## config.mk

```make
export PLATFORM = sky130hd
export DESIGN_NAME = sao_hedge_filter
export DESIGN_NICKNAME = d
export VERILOG_FILES = /design/src/rtl/sao_hedge_pkg.sv /design/src/rtl/sao_hedge_lane.sv /design/src/rtl/sao_hedge_dp.sv /design/src/rtl/sao_hedge_ctrl.sv /design/src/rtl/sao_hedge_bnd.sv /design/src/rtl/sao_hedge_filter.sv
export SDC_FILE = /design/constraint.sdc
export NUM_CORES = 2
export LEC_CHECK = 0
export BUFFER_PORTS_ARGS = -buffer_cell sky130_fd_sc_hd__buf_2
export CAP_MARGIN = 20
export CORE_MARGIN = 2
export CORE_UTILIZATION = 45
export DETAILED_ROUTE_END_ITERATION = 6
export PLACE_DENSITY = 0.59
export SYNTH_ARGS = -nofsm -noshare
export SYNTH_HDL_FRONTEND = slang
export SYNTH_SLANG_ARGS = --single-unit
```

## constraint.sdc

```tcl
create_clock -name clk -period 11 [get_ports clk]
set_input_delay 2.2 -clock clk [delete_from_list [all_inputs] [get_ports clk]]
set_output_delay 2.2 -clock clk [all_outputs]
set_load 0.03 [all_outputs]
```

## src/rtl/sao_hedge_pkg.sv

```systemverilog
package sao_hedge_pkg;
  localparam int NCAT  = 5;
  localparam int CAT_W = 3;
  typedef enum logic {ST_IDLE = 1'b0, ST_RUN = 1'b1} st_t;
endpackage

```

## src/rtl/sao_hedge_lane.sv

```systemverilog
module sao_hedge_lane
  import sao_hedge_pkg::*;
#(
  parameter int PIX_W = 8,
  parameter int OFS_W = 8
) (
  input  logic [PIX_W-1:0]      l,
  input  logic [PIX_W-1:0]      c,
  input  logic [PIX_W-1:0]      r,
  input  logic                  keep,
  input  logic [NCAT*CAT_W-1:0] remap,
  input  logic [NCAT*OFS_W-1:0] ofs,
  output logic [PIX_W-1:0]      y
);
  localparam int SUM_W = ((PIX_W > OFS_W) ? PIX_W : OFS_W) + 2;
  localparam logic signed [SUM_W-1:0] MAXV = SUM_W'((1 << PIX_W) - 1);

  logic [CAT_W-1:0]        raw, mapped, sel;
  logic [OFS_W-1:0]        off;
  logic signed [SUM_W-1:0] sum;

  always_comb begin
    raw = CAT_W'(2) + CAT_W'(l > c) + CAT_W'(r > c) - CAT_W'(c > l) - CAT_W'(c > r);
    mapped = '0;
    for (int k = 0; k < NCAT; k++)
      if (raw == CAT_W'(k)) mapped = remap[k*CAT_W +: CAT_W];
    sel = keep ? mapped : '0;
    off = '0;
    for (int k = 0; k < NCAT; k++)
      if (sel == CAT_W'(k)) off = ofs[k*OFS_W +: OFS_W];
    sum = $signed({{(SUM_W-PIX_W){1'b0}}, c}) + $signed({{(SUM_W-OFS_W){off[OFS_W-1]}}, off});
    if (sum < 0)         y = '0;
    else if (sum > MAXV) y = '1;
    else                 y = sum[PIX_W-1:0];
  end
endmodule

```

## src/rtl/sao_hedge_dp.sv

```systemverilog
module sao_hedge_dp
  import sao_hedge_pkg::*;
#(
  parameter int PIX_W = 8,
  parameter int OFS_W = 8,
  parameter int LANES = 16
) (
  input  logic [LANES*PIX_W-1:0] d,
  input  logic [PIX_W-1:0]       nxt,
  input  logic [PIX_W-1:0]       left_in,
  input  logic                   first_beat,
  input  logic                   last_in_row,
  input  logic                   resid,
  input  logic                   av_l,
  input  logic                   av_r,
  input  logic [NCAT*CAT_W-1:0]  remap,
  input  logic [NCAT*OFS_W-1:0]  ofs,
  output logic [LANES*PIX_W-1:0] y
);
  localparam int HALF = LANES / 2;

  for (genvar i = 0; i < LANES; i++) begin : g_ln
    logic [PIX_W-1:0] lft, rgt, f;
    logic kl, kr, live;

    if (i == 0) begin : g_l0
      assign lft = left_in;
      assign kl  = ~(first_beat & ~av_l);
    end else begin : g_ln
      assign lft = d[(i-1)*PIX_W +: PIX_W];
      assign kl  = 1'b1;
    end

    if (i == LANES-1) begin : g_rlast
      assign rgt = nxt;
      assign kr  = ~(last_in_row & ~resid & ~av_r);
    end else if (i == HALF-1) begin : g_rhalf
      assign rgt = resid ? nxt : d[(i+1)*PIX_W +: PIX_W];
      assign kr  = ~(last_in_row & resid & ~av_r);
    end else begin : g_rmid
      assign rgt = d[(i+1)*PIX_W +: PIX_W];
      assign kr  = 1'b1;
    end

    if (i >= HALF) begin : g_hi
      assign live = ~resid;
    end else begin : g_lo
      assign live = 1'b1;
    end

    sao_hedge_lane #(.PIX_W(PIX_W), .OFS_W(OFS_W)) i_lane (
      .l(lft), .c(d[i*PIX_W +: PIX_W]), .r(rgt), .keep(kl & kr),
      .remap(remap), .ofs(ofs), .y(f)
    );

    assign y[i*PIX_W +: PIX_W] = live ? f : '0;
  end
endmodule

```

## src/rtl/sao_hedge_ctrl.sv

```systemverilog
module sao_hedge_ctrl
  import sao_hedge_pkg::*;
#(
  parameter int LANES = 16,
  parameter int WD_W  = 7,
  parameter int HT_W  = 7
) (
  input  logic            clk,
  input  logic            rst_n,
  input  logic            start,
  input  logic [WD_W-1:0] cfg_wd,
  input  logic [HT_W-1:0] cfg_ht,
  input  logic            fire,
  output logic            cap,
  output logic            busy,
  output logic            first_beat,
  output logic            last_in_row,
  output logic            resid,
  output logic            bottom_row,
  output logic [WD_W-1:0] col,
  output logic [HT_W-1:0] row,
  output logic            done
);
  st_t             st_q;
  logic [WD_W-1:0] wd_q, col_q, remain;
  logic [HT_W-1:0] ht_q, row_q;
  logic            done_q;

  assign cap         = (st_q == ST_IDLE) && start;
  assign busy        = (st_q == ST_RUN);
  assign remain      = wd_q - col_q;
  assign first_beat  = (col_q == '0);
  assign last_in_row = (remain <= WD_W'(LANES));
  assign resid       = (remain < WD_W'(LANES));
  assign bottom_row  = (row_q == ht_q - HT_W'(1));
  assign col         = col_q;
  assign row         = row_q;
  assign done        = done_q;

  always_ff @(posedge clk or negedge rst_n) begin
    if (!rst_n) begin
      st_q   <= ST_IDLE;
      wd_q   <= '0;
      ht_q   <= '0;
      col_q  <= '0;
      row_q  <= '0;
      done_q <= 1'b0;
    end else begin
      done_q <= 1'b0;
      if (cap) begin
        st_q  <= ST_RUN;
        wd_q  <= cfg_wd;
        ht_q  <= cfg_ht;
        col_q <= '0;
        row_q <= '0;
      end else if (busy && fire) begin
        if (last_in_row) begin
          col_q <= '0;
          if (bottom_row) begin
            st_q   <= ST_IDLE;
            done_q <= 1'b1;
          end else begin
            row_q <= row_q + HT_W'(1);
          end
        end else begin
          col_q <= col_q + WD_W'(LANES);
        end
      end
    end
  end
endmodule

```

## src/rtl/sao_hedge_bnd.sv

```systemverilog
module sao_hedge_bnd #(
  parameter int PIX_W  = 8,
  parameter int LANES  = 16,
  parameter int MAX_WD = 64,
  parameter int MAX_HT = 64,
  parameter int WD_W   = 7,
  parameter int HT_W   = 7,
  parameter int BI_W   = 6
) (
  input  logic                   clk,
  input  logic                   rst_n,
  input  logic                   cap,
  input  logic [WD_W-1:0]        cap_wd,
  input  logic                   fire,
  input  logic                   bottom_row,
  input  logic                   last_in_row,
  input  logic                   resid,
  input  logic [WD_W-1:0]        col,
  input  logic [HT_W-1:0]        row,
  input  logic [LANES*PIX_W-1:0] d,
  input  logic [BI_W-1:0]        rd_idx,
  output logic [PIX_W-1:0]       left_rd,
  output logic [PIX_W-1:0]       top_o,
  output logic [PIX_W-1:0]       left_o,
  output logic [PIX_W-1:0]       corner_o
);
  localparam int HALF = LANES / 2;
  localparam int TI_W = $clog2(MAX_WD);
  localparam int LI_W = $clog2(MAX_HT);

  logic [PIX_W-1:0] top_q  [MAX_WD];
  logic [PIX_W-1:0] left_q [MAX_HT];
  logic [PIX_W-1:0] corner_q;

  assign left_rd  = left_q[LI_W'(row)];
  assign top_o    = top_q[TI_W'(rd_idx)];
  assign left_o   = left_q[LI_W'(rd_idx)];
  assign corner_o = corner_q;

  always_ff @(posedge clk or negedge rst_n) begin
    if (!rst_n) begin
      for (int j = 0; j < MAX_WD; j++) top_q[j] <= '0;
      for (int j = 0; j < MAX_HT; j++) left_q[j] <= '0;
      corner_q <= '0;
    end else begin
      if (cap) corner_q <= top_q[TI_W'(cap_wd - WD_W'(1))];
      if (fire && bottom_row) begin
        for (int i = 0; i < LANES; i++)
          if (!(resid && i >= HALF))
            top_q[TI_W'(int'(col) + i)] <= d[i*PIX_W +: PIX_W];
      end
      if (fire && last_in_row)
        left_q[LI_W'(row)] <= resid ? d[(HALF-1)*PIX_W +: PIX_W] : d[(LANES-1)*PIX_W +: PIX_W];
    end
  end
endmodule

```

## src/rtl/sao_hedge_filter.sv

```systemverilog
module sao_hedge_filter
  import sao_hedge_pkg::*;
#(
  parameter int PIX_W  = 8,
  parameter int OFS_W  = 8,
  parameter int LANES  = 16,
  parameter int MAX_WD = 64,
  parameter int MAX_HT = 64,
  localparam int WD_W  = $clog2(MAX_WD + 1),
  localparam int HT_W  = $clog2(MAX_HT + 1),
  localparam int BI_W  = $clog2((MAX_WD > MAX_HT) ? MAX_WD : MAX_HT),
  localparam int DW    = LANES * PIX_W
) (
  input  logic                  clk,
  input  logic                  rst_n,
  input  logic                  start,
  input  logic [WD_W-1:0]       cfg_wd,
  input  logic [HT_W-1:0]       cfg_ht,
  input  logic                  avail_left,
  input  logic                  avail_right,
  input  logic [NCAT*OFS_W-1:0] ofs_tbl,
  input  logic [NCAT*CAT_W-1:0] remap_tbl,
  input  logic                  in_valid,
  output logic                  in_ready,
  input  logic [DW-1:0]         in_data,
  input  logic [PIX_W-1:0]      in_next,
  output logic                  out_valid,
  input  logic                  out_ready,
  output logic [DW-1:0]         out_data,
  output logic                  busy,
  output logic                  done,
  input  logic [BI_W-1:0]       bnd_idx,
  output logic [PIX_W-1:0]      bnd_top,
  output logic [PIX_W-1:0]      bnd_left,
  output logic [PIX_W-1:0]      bnd_corner
);
  logic                  cap, fire, first_beat, last_in_row, resid, bottom_row;
  logic [WD_W-1:0]       col;
  logic [HT_W-1:0]       row;
  logic [PIX_W-1:0]      left_rd, prev_q, left_in;
  logic                  av_l_q, av_r_q, ov_q;
  logic [NCAT*OFS_W-1:0] ofs_q;
  logic [NCAT*CAT_W-1:0] remap_q;
  logic [DW-1:0]         y, od_q;

  assign in_ready  = busy && (!ov_q || out_ready);
  assign fire      = in_valid && in_ready;
  assign out_valid = ov_q;
  assign out_data  = od_q;
  assign left_in   = first_beat ? left_rd : prev_q;

  sao_hedge_ctrl #(.LANES(LANES), .WD_W(WD_W), .HT_W(HT_W)) i_ctrl (
    .clk(clk), .rst_n(rst_n), .start(start), .cfg_wd(cfg_wd), .cfg_ht(cfg_ht),
    .fire(fire), .cap(cap), .busy(busy), .first_beat(first_beat),
    .last_in_row(last_in_row), .resid(resid), .bottom_row(bottom_row),
    .col(col), .row(row), .done(done)
  );

  sao_hedge_dp #(.PIX_W(PIX_W), .OFS_W(OFS_W), .LANES(LANES)) i_dp (
    .d(in_data), .nxt(in_next), .left_in(left_in), .first_beat(first_beat),
    .last_in_row(last_in_row), .resid(resid), .av_l(av_l_q), .av_r(av_r_q),
    .remap(remap_q), .ofs(ofs_q), .y(y)
  );

  sao_hedge_bnd #(.PIX_W(PIX_W), .LANES(LANES), .MAX_WD(MAX_WD), .MAX_HT(MAX_HT),
                  .WD_W(WD_W), .HT_W(HT_W), .BI_W(BI_W)) i_bnd (
    .clk(clk), .rst_n(rst_n), .cap(cap), .cap_wd(cfg_wd), .fire(fire),
    .bottom_row(bottom_row), .last_in_row(last_in_row), .resid(resid),
    .col(col), .row(row), .d(in_data), .rd_idx(bnd_idx), .left_rd(left_rd),
    .top_o(bnd_top), .left_o(bnd_left), .corner_o(bnd_corner)
  );

  always_ff @(posedge clk or negedge rst_n) begin
    if (!rst_n) begin
      av_l_q  <= 1'b0;
      av_r_q  <= 1'b0;
      ofs_q   <= '0;
      remap_q <= '0;
      prev_q  <= '0;
      ov_q    <= 1'b0;
      od_q    <= '0;
    end else begin
      if (cap) begin
        av_l_q  <= avail_left;
        av_r_q  <= avail_right;
        ofs_q   <= ofs_tbl;
        remap_q <= remap_tbl;
      end
      if (fire) begin
        prev_q <= in_data[(LANES-1)*PIX_W +: PIX_W];
        od_q   <= y;
        ov_q   <= 1'b1;
      end else if (out_ready) begin
        ov_q <= 1'b0;
      end
    end
  end
endmodule

```

==> qor.yml <==
status:
  status: "finished, violations left"
  violations: "design-rule violations"
clock_tree:
  numCtsBuffers: 144
  insertion_delay_ps: 820
  numClockSinks: 1252
  cts_tree: "built"
  clockBufferDepth: 3
  cts_hold_buf: 0
  cts_root_buf: "clkbuf_16"
  cts_setup_buffers: 0
  cts.clk_slew.worst_paths_ps: 60
  cts_resized: 0
  htreeDepth: 4
timing:
  final.min_clock_period_ps: 9950
  worstMarginPinSlew_ps: 1380
  rsz0062_at_grt: "false"
  max-slew-margin-rel: 0.0813
  skew_ps: 36.2
  drv_slew: 0
  setup_tns_ps: 0
  finalCritPeriodShare: 0.904
  setup_viol: 0
  hold_viol: 0
  clock.fmax_mhz: 101
logic_synthesis:
  avgSynthCellArea_um2: 9.81
  yosys-top-cells-area: "dfrtp_1 40%, mux4_2 15%, o21ai_0 8.1%"
  ys_types: 94
  yosysWarnings: 0
  synthTopCellsByCount: "1560 x nand2_1, 1268 x o21ai_0, 1252 x dfrtp_1"
  synthCells: 8028
  ys_async_sr_fraction: 1.00
  yosysMostFrequentCell: "nand2_1"
  synth.top_cell.area_share: 0.398
  yosysSeqAreaShare: 0.398
  synth_flop_cell: "dfrtp_1"
  synth_fp_nets: 8610
  ys_ff_latch: 1252
  synth_area_mm2: 0.0788
  synth_edf_count: 0
  synth_largest_area_cell: "dfrtp_1"
route:
  viasPerCell: 6.40
  vias: 67400
  wl_per_cell_um: 29.8
  ant_nets: 0
  dr.pass1.iters: 7
  drc_errors: 7
  routed_wl_um: 314000
  drt_iter0_markers: 7997
global_route:
  grt_pass1_vias: 65600
  grt_pass1_wl_um: 459000
  grt_max_degree: 170
  overflow: 0
  antenna_found_initial: 24
  track_usage: 0.348
run:
  cap_violations: 0
layout:
  final_cells: 10500
  nets: 8667
  syn2layout_area_growth_pct: 11.4
  final_layout_size_suffix_gt1_frac: 0.170
  fillers: 16000
power_and_ir_drop:
  seqPwrFrac: 0.236
  max-vdd-ir-drop_uv: 281
  p_clk_frac: 0.167
  p_leak_uw: 0.0393
  p_per_area_mw_per_mm2: 339
  power.switching_uw: 14300
  netSwitchingFraction: 0.479
  power.internal_uw: 15500
  finalPower_uw: 29800
  p_comb_frac: 0.596
floorplanning:
  dieWidth_um: 422
  coreArea_mm2: 0.174
  initial_core_util: 0.453
  die_y_um: 422
  ios: 374
  die_area_mm2: 0.178
  fp-row-count: 153
setup_path:
  critical_path.slowest_cell: "a2111oi_0"
  reg2reg_to: "out_data[5]$_DFFE_PN0P_"
  path_common_cell: "o21ai_0"
  startpoint_type: "flop"
  r2r_cells: 36
  path_depth: 36
  r2r-start: "i_ctrl.row[2]$_DFFE_PN0P_"
  crit_required_ps: 11710
  crit_path_max_incr_delay_ps: 800
  cp_num_buf_inv: 2
  cp_top_family: "compound AO/OA/AOI/OAI gates"
  crit_start: "i_ctrl.row[2]$_DFFE_PN0P_"
  criticalPathCategory: "flop to flop"
  critPathMaxFanout: 21
  ff2ff_setup_slack_ps: 1050
  endpoint: "out_data[5]$_DFFE_PN0P_"
  crit_arrival_ps: 10660
  cp-end-kind: "flop"
placed_design:
  place_inst: 10300
  io_buffers: 373
  gp_congestion: 0.959
  dp_hpwl_um: 224000
min_path:
  min_path_type: "flop to flop"
## per-layer routing
layer / up-vias / routed length (µm) / track usage / share of wire
li1: 29500 / - / - / -
met1: 33300 / 116000 / 0.429 / 0.37
met2: 3589 / 146000 / 0.556 / 0.47
met3: 989 / 26500 / 0.0687 / 0.084
met4: 24 / 25500 / 0.233 / 0.081
met5: - / 157 / 0 / 0.00050
## how the worst min path moves through the flow
stage,start,slack (ps),depth (start not counted),to
after global routing,ofs_q[3]$_DFFE_PN0P_,500,2,ofs_q[3]$_DFFE_PN0P_
after CTS,i_bnd.corner_o[0]$_DFFE_PN0P_,480,2,i_bnd.corner_o[0]$_DFFE_PN0P_
final,i_bnd.corner_o[3]$_DFFE_PN0P_,470,2,i_bnd.corner_o[3]$_DFFE_PN0P_
after detailed placement,i_bnd.corner_o[3]$_DFFE_PN0P_,460,2,i_bnd.corner_o[3]$_DFFE_PN0P_
after global placement,i_bnd.corner_o[0]$_DFFE_PN0P_,460,2,i_bnd.corner_o[0]$_DFFE_PN0P_
after floorplan,i_ctrl.wd_q[3]$_DFFE_PN0P_,450,2,i_ctrl.wd_q[3]$_DFFE_PN0P_
## flip-flops by register name (all words and copies together) (netlist names), 8 cells and up
name,count
out_data,128
remap_q,15
ofs_q,40
i_bnd.top_q,512
i_bnd.left_q,512
prev_q,8
i_bnd.corner_o,8
## layout make-up
class                   instances  area (µm²)  area share
flip-flops and latches       1252       31300       0.357
repair buffers                528        3250      0.0370
clock inverters                50         687     0.00783
clock buffers                 206        4160      0.0474
multi-input cells            5893       44400       0.506
diodes                         10        25.0    0.000285
well taps                    2325        2910      0.0331
inverters                     266         998      0.0114
## stage by stage
step	setup WS [ps]	hold slack, ps	instance area (µm²)	utilization
2_1_floorplan	2160	446	78800	-
3_3_place_gp	1310	455	82800	0.477
3_5_place_dp	1250	462	82900	0.477
4_1_cts	1200	477	87700	0.505
5_1_grt	102	502	87700	0.505
6_report	1050	468	87800	0.505
## worst reg2reg max path: cells and delay by family, from the launching register on
kind	cells	cell delay (ps)
buffers and inverters	2	240
multiplexers	2	920
AND/OR/NAND/NOR	7	1880
XOR/XNOR	1	140
flip-flops	1	730
adder cells (fa/ha/maj)	5	1710
AO/OA/AOI/OAI	19	4220
## layout by cell type (no fill, tap or decap), types with 192 or more instances in the layout
cell / instances
o21ai_0: 1268
mux4_2: 513
ha_1: 335
inv_1: 264
a21oi_1: 282
nor2_1: 192
dfrtp_1: 1252
a22oi_1: 263
mux2i_1: 197
buf_2: 368
nand2_1: 1554
## power groups by stage
stage	sequential [µW]	clock, µW	combinational (µW)
final	7040	4990	17800
after global routing	7130	5250	19200
after CTS	6980	5060	17500
after detailed placement	7050	0	17400
after global placement	7000	0	17200
after floorplan	6700	0	12200
## logic make-up after synthesis
logic type      count (synthesis)  share of synthesized area
buf+inv                       883                     0.0424
compound gates               2447                      0.187
flops                        1252                      0.398
mux                           754                      0.178
simple gates                 2219                      0.122
xor+xnor                      109                     0.0121
fa+ha+maj                     364                     0.0605
(Power assumes the default switching activity.)
